### src/rtl/sfc_pkg.sv
package sfc_pkg;

   localparam int ADDR_STAT = 0;
   localparam int ADDR_DATA = 1;
   localparam int ADDR_CTRL = 2;

   typedef struct packed {
      logic stat_rd;
      logic data_acc;
      logic ctrl_wr;
      logic ctrl_rd;
   } sfc_bus_ev_t;

endpackage

### src/rtl/sfc_bus_decode.sv
module sfc_bus_decode #(
   parameter int ADDR_W = 2
) (
   input  logic [ADDR_W-1:0]   bus_addr,
   input  logic                bus_rd,
   input  logic                bus_wr,
   output sfc_pkg::sfc_bus_ev_t ev
);
   localparam logic [ADDR_W-1:0] A_STAT = ADDR_W'(sfc_pkg::ADDR_STAT);
   localparam logic [ADDR_W-1:0] A_DATA = ADDR_W'(sfc_pkg::ADDR_DATA);
   localparam logic [ADDR_W-1:0] A_CTRL = ADDR_W'(sfc_pkg::ADDR_CTRL);

   generate
      if (ADDR_W < 2) begin : g_bad_addr
         $error("sfc_bus_decode: ADDR_W must be at least 2");
      end
   endgenerate

   always_comb begin
      ev.stat_rd  = bus_rd && (bus_addr == A_STAT);
      ev.data_acc = (bus_rd || bus_wr) && (bus_addr == A_DATA);
      ev.ctrl_wr  = bus_wr && (bus_addr == A_CTRL);
      ev.ctrl_rd  = bus_rd && (bus_addr == A_CTRL);
   end
endmodule

### src/rtl/sfc_ctrl_reg.sv
module sfc_ctrl_reg (
   input  logic clk,
   input  logic rst_n,
   input  logic wr_en,
   input  logic wr_bit,
   output logic clr_en
);
   always_ff @(posedge clk) begin
      if (!rst_n)     clr_en <= 1'b0;
      else if (wr_en) clr_en <= wr_bit;
   end

   AST_CTRL_HOLD: assert property (@(posedge clk) disable iff (!rst_n)
      !wr_en |=> $stable(clr_en)) else $error("clear-enable moved without a write");
endmodule

### src/rtl/sfc_flag_cell.sv
module sfc_flag_cell (
   input  logic clk,
   input  logic rst_n,
   input  logic set_i,
   input  logic arm_req,
   input  logic clr_req,
   output logic flag_q,
   output logic armed_q
);
   always_ff @(posedge clk) begin
      if (!rst_n) begin
         flag_q  <= 1'b0;
         armed_q <= 1'b0;
      end else if (set_i) begin
         flag_q  <= 1'b1;
         armed_q <= 1'b0;
      end else if (clr_req && armed_q) begin
         flag_q  <= 1'b0;
         armed_q <= 1'b0;
      end else if (arm_req && flag_q) begin
         armed_q <= 1'b1;
      end
   end

   AST_ARM_NEEDS_FLAG: assert property (@(posedge clk) disable iff (!rst_n)
      armed_q |-> flag_q) else $error("arm without flag");
   AST_SET_TAKES: assert property (@(posedge clk) disable iff (!rst_n)
      set_i |=> flag_q && !armed_q) else $error("set lost");
   AST_ARMED_CLEARS: assert property (@(posedge clk) disable iff (!rst_n)
      (clr_req && armed_q && !set_i) |=> !flag_q) else $error("armed flag not cleared");
   AST_UNARMED_KEEPS: assert property (@(posedge clk) disable iff (!rst_n)
      (flag_q && !armed_q && !arm_req) |=> flag_q) else $error("unarmed flag dropped");
endmodule

### src/rtl/sfc_flag_bank.sv
module sfc_flag_bank #(
   parameter int NUM_FLAGS = 4,
   parameter int ADDR_W    = 2,
   parameter int DATA_W    = 8
) (
   input  logic                 clk,
   input  logic                 rst_n,
   input  logic [ADDR_W-1:0]    bus_addr,
   input  logic                 bus_rd,
   input  logic                 bus_wr,
   input  logic [DATA_W-1:0]    bus_wdata,
   output logic [DATA_W-1:0]    bus_rdata,
   input  logic [NUM_FLAGS-1:0] hw_set,
   input  logic                 dbg_halt,
   output logic [NUM_FLAGS-1:0] flags_o
);
   localparam int PAD_W = DATA_W - NUM_FLAGS;

   generate
      if (NUM_FLAGS < 1 || NUM_FLAGS > DATA_W) begin : g_bad_flags
         $error("sfc_flag_bank: NUM_FLAGS must be in 1..DATA_W");
      end
      if (DATA_W < 2) begin : g_bad_data
         $error("sfc_flag_bank: DATA_W must be at least 2");
      end
   endgenerate

   sfc_pkg::sfc_bus_ev_t ev;
   logic                 clr_en;
   logic                 access_ok;
   logic [NUM_FLAGS-1:0] armed;

   sfc_bus_decode #(.ADDR_W(ADDR_W)) u_dec (
      .bus_addr (bus_addr),
      .bus_rd   (bus_rd),
      .bus_wr   (bus_wr),
      .ev       (ev)
   );

   sfc_ctrl_reg u_ctrl (
      .clk    (clk),
      .rst_n  (rst_n),
      .wr_en  (ev.ctrl_wr),
      .wr_bit (bus_wdata[0]),
      .clr_en (clr_en)
   );

   logic unused_wdata_hi;
   assign unused_wdata_hi = ^bus_wdata[DATA_W-1:1];

   // Bus traffic may touch flags outside a halt, or inside one when enabled.
   assign access_ok = !dbg_halt || clr_en;

   generate
      for (genvar i = 0; i < NUM_FLAGS; i++) begin : g_cell
         sfc_flag_cell u_cell (
            .clk     (clk),
            .rst_n   (rst_n),
            .set_i   (hw_set[i]),
            .arm_req (ev.stat_rd && access_ok),
            .clr_req (ev.data_acc && access_ok),
            .flag_q  (flags_o[i]),
            .armed_q (armed[i])
         );
      end
   endgenerate

   always_comb begin
      bus_rdata = '0;
      if (ev.stat_rd)      bus_rdata = {{PAD_W{1'b0}}, flags_o};
      else if (ev.ctrl_rd) bus_rdata = {{(DATA_W-1){1'b0}}, clr_en};
   end

   AST_HALT_FREEZE: assert property (@(posedge clk) disable iff (!rst_n)
      (dbg_halt && !clr_en && hw_set == '0) |=> (flags_o == $past(flags_o)) && (armed == $past(armed)))
      else $error("flag state moved during protected halt");
   AST_HALT_NO_ARM: assert property (@(posedge clk) disable iff (!rst_n)
      (dbg_halt && !clr_en && armed == '0 && hw_set == '0) |=> armed == '0)
      else $error("arm made during protected halt");
   AST_SET_VISIBLE: assert property (@(posedge clk) disable iff (!rst_n)
      (hw_set != '0) |=> ((flags_o & $past(hw_set)) == $past(hw_set)))
      else $error("set pulse not seen on flags");
   AST_NO_SPONT_SET: assert property (@(posedge clk) disable iff (!rst_n)
      (hw_set == '0) |=> ((flags_o & ~$past(flags_o)) == '0))
      else $error("flag rose without set");
endmodule

### config.mk
export PLATFORM = sky130hd
export DESIGN_NAME = sfc_flag_bank
export DESIGN_NICKNAME = d
export VERILOG_FILES = /design/src/rtl/sfc_pkg.sv /design/src/rtl/sfc_bus_decode.sv /design/src/rtl/sfc_ctrl_reg.sv /design/src/rtl/sfc_flag_cell.sv /design/src/rtl/sfc_flag_bank.sv
export SDC_FILE = /design/constraint.sdc
export NUM_CORES = 1
export LEC_CHECK = 0
export BUFFER_PORTS_ARGS = -buffer_cell sky130_fd_sc_hd__buf_2
export CAP_MARGIN = 15
export CORE_ASPECT_RATIO = 0.7
export CORE_UTILIZATION = 25
export DETAILED_ROUTE_END_ITERATION = 7
export GPL_TIMING_DRIVEN = 0
export HOLD_SLACK_MARGIN = 0.03
export SLEW_MARGIN = 20
export SYNTH_ARGS = -nofsm -noshare
export SYNTH_HDL_FRONTEND = slang
export SYNTH_SLANG_ARGS = --single-unit
### constraint.sdc
create_clock -name clk -period 1.4 [get_ports clk]
set_input_delay 0.21 -clock clk [delete_from_list [all_inputs] [get_ports clk]]
set_output_delay 0.21 -clock clk [all_outputs]
set_load 0.005 [all_outputs]
==> reports/results.txt <==
number of global-route vias before repair: 429
CTS tree: done
clock sink count: 9
Post-Syn Area: 502 um^2
Critical Path, Cell by Cell: mux2i_1 > nor3b_1 > buf_2
maximum vdd drop: 552 uV
final wirelength: 1060 um
setup repair bufs after CTS: 0
H-tree depth: 1
Via Count: 465
max-capacitance violation count: 0
Placer Congestion: 0.720
top-count cell post-synth: dfxtp_1
Commonest cells post-synth: dfxtp_1, buf_4, nor2b_1
final worst-path setup slack: 0.151 ns
Setup crit end kind: output port
Die ar.: 2190 um^2
post-cts resize count: 0
Worst path slowest cell: dfxtp_1
ANT cells: 0
number of synthesized flops with an enable pin: 0
clock buffer depth: 2
delay of the slowest cell on the worst path: 0.37 ns
unrepaired setup endpoints after global routing: false
Peak Freq: 801 MHz
Distinct cells, synth: 18
syn_area_per_cell: 8.96 um^2
Setup CP Type: reg2out
first-pass GRT wire length: 1860 um
Layout area overhead: 30.9%
DRC errors left: 0
total congestion overflow: 0
Yosys reg bits: 9
Clock Skew: 0.00233 ns
Port-buffer cells: 18
# rows: 13
Synth Warn #: 0
width of the die: 55.5 um
CP Launch Type: flip-flop
CTS Buf Count: 3
ys flop type: dfxtp_1
WP data required: 1.19 ns
Tcrit/Tclk final: 89.2%
total iterations of the first detailed-routing run: 4
I/O Pins: 31
Hold Vio Cnt, Final: 0
HP Class: in2reg
Post-Syn Instances: 56
CTS root buf: clkbuf_4
Lkg Pwr: 0.319 nW
run status: completed
Clk pin slew, worst setup/hold paths: 0.06 ns
Final Max Slew Viols: 0
post-synth top area share: 35.9%
DR WL/cell: 10.3 um
sequential fraction of the synthesis area: 35.9%
setup TNS: 0 ns
Core ar.: 1870 um^2
insertion delay to the later sink of the worst-skew pair: 0.26 ns
final setup fails: 0
Nets: 101
largest net degree at the start of global routing: 11
critical path arrival: 1.04 ns
total power draw: 0.571 mW
final instance area: 657 um^2
post-synth top area cell: dfxtp_1
Placement Setup Slack: 0.339 ns
CP bufs+invs: 1
Starting Density: 26.8%
ANT nets after route: 0
Final min period: 1.25 ns
CP delay by family, top: flip-flops
P per Cell Area: 869 nW/um^2
ys async rst share: 0%
initial antenna violation count: 0
Synth area leaders: dfxtp_1, buf_4, nor2b_1
layout cells sized above 1: 44.4%
vias per inst: 4.51
Finished Core Util: 35.1%
hold bufs inserted after CTS: 0
CP Max Fanout: 4
initial DRC count: 7
aggregate global-route resource usage: 11.8%
dpl cell area: 631 um^2
Die Y: 39.5 um
cells by family after synthesis:
family          Yosys count  synth area share, %
other cells               1                0.747
mux                       2                 3.99
compound gates           13                 14.0
flops                     9                 35.9
buf+inv                   9                 13.0
simple gates             22                 32.4
cells in the final DEF, fill, tap and decap left out:
master and instances:
nor3_4 1, clkbuf_4 3, and3_2 3, clkbuf_1 1
dfxtp_1 9, mux2i_1 2, a21oi_1 4, nand4b_2 1
or3b_1 4, buf_2 18, clkbuf_2 1, o21ai_1 1
nand3b_1 1, o22ai_1 4, conb_1 4, buf_4 8
nand2_1 4, nor2_2 1, o21ai_0 4, nor2b_1 6
nor3b_1 1
worst reg2reg max path, cell delays in order, from the launching register on:
cell	delay (ns)
dfxtp_1	0.32
nor2b_1	0.26
nand4b_2	0.24
o22ai_1	0.11
layer usage:
layer  track usage (%)  wire length (um)
met1              13.2               502
met2              19.3               443
met3              5.94                99
met4              5.63                11
met5                 0                 0
path summary, 6_finish.rpt:
check	startpoint	endpoint	slack, ns	cells after the start
worst min register to register	g_cell[1].u_cell.armed_q$_SDFFE_PP0P_	g_cell[1].u_cell.armed_q$_SDFFE_PP0P_	0.53	2
worst max-delay path	g_cell[0].u_cell.flag_q$_SDFFE_PN0P_	bus_rdata[0]	0.15	3
worst max register to register	u_ctrl.clr_en$_SDFFE_PN0P_	g_cell[3].u_cell.armed_q$_SDFFE_PP0P_	0.35	3
worst min-delay path	bus_wdata[0]	u_ctrl.clr_en$_SDFFE_PN0P_	0.20	3
final cells by class:
cell class                      instances  area (um^2)
Tap cell                               22         27.5
Sequential cell                         9          180
Buffer                                  9         65.1
Clock buffer                            4         26.3
Multi-Input combinational cell         41          268
Timing Repair Buffer                   18         90.1
Fill cell                             203         1210
per-stage QoR:
step,instances,hold WS [ns]
after global placement,99,0.475
after global routing,103,0.222
final,103,0.205
after floorplan,59,0.375
after detailed placement,99,0.479
after CTS,103,0.202
state kept, by name (all words and copies together) (netlist names):
name and count:
u_ctrl.clr_en 1, g_cell.u_cell.flag_q 4, g_cell.u_cell.armed_q 4
power breakdown:
part,internal [mW],switching [mW]
Clock,0.110,0.0921
Sequential,0.266,0.00791
Combinational,0.0523,0.0423
Total,0.428,0.142
Note: power is estimated with default switching activity, not from simulation.
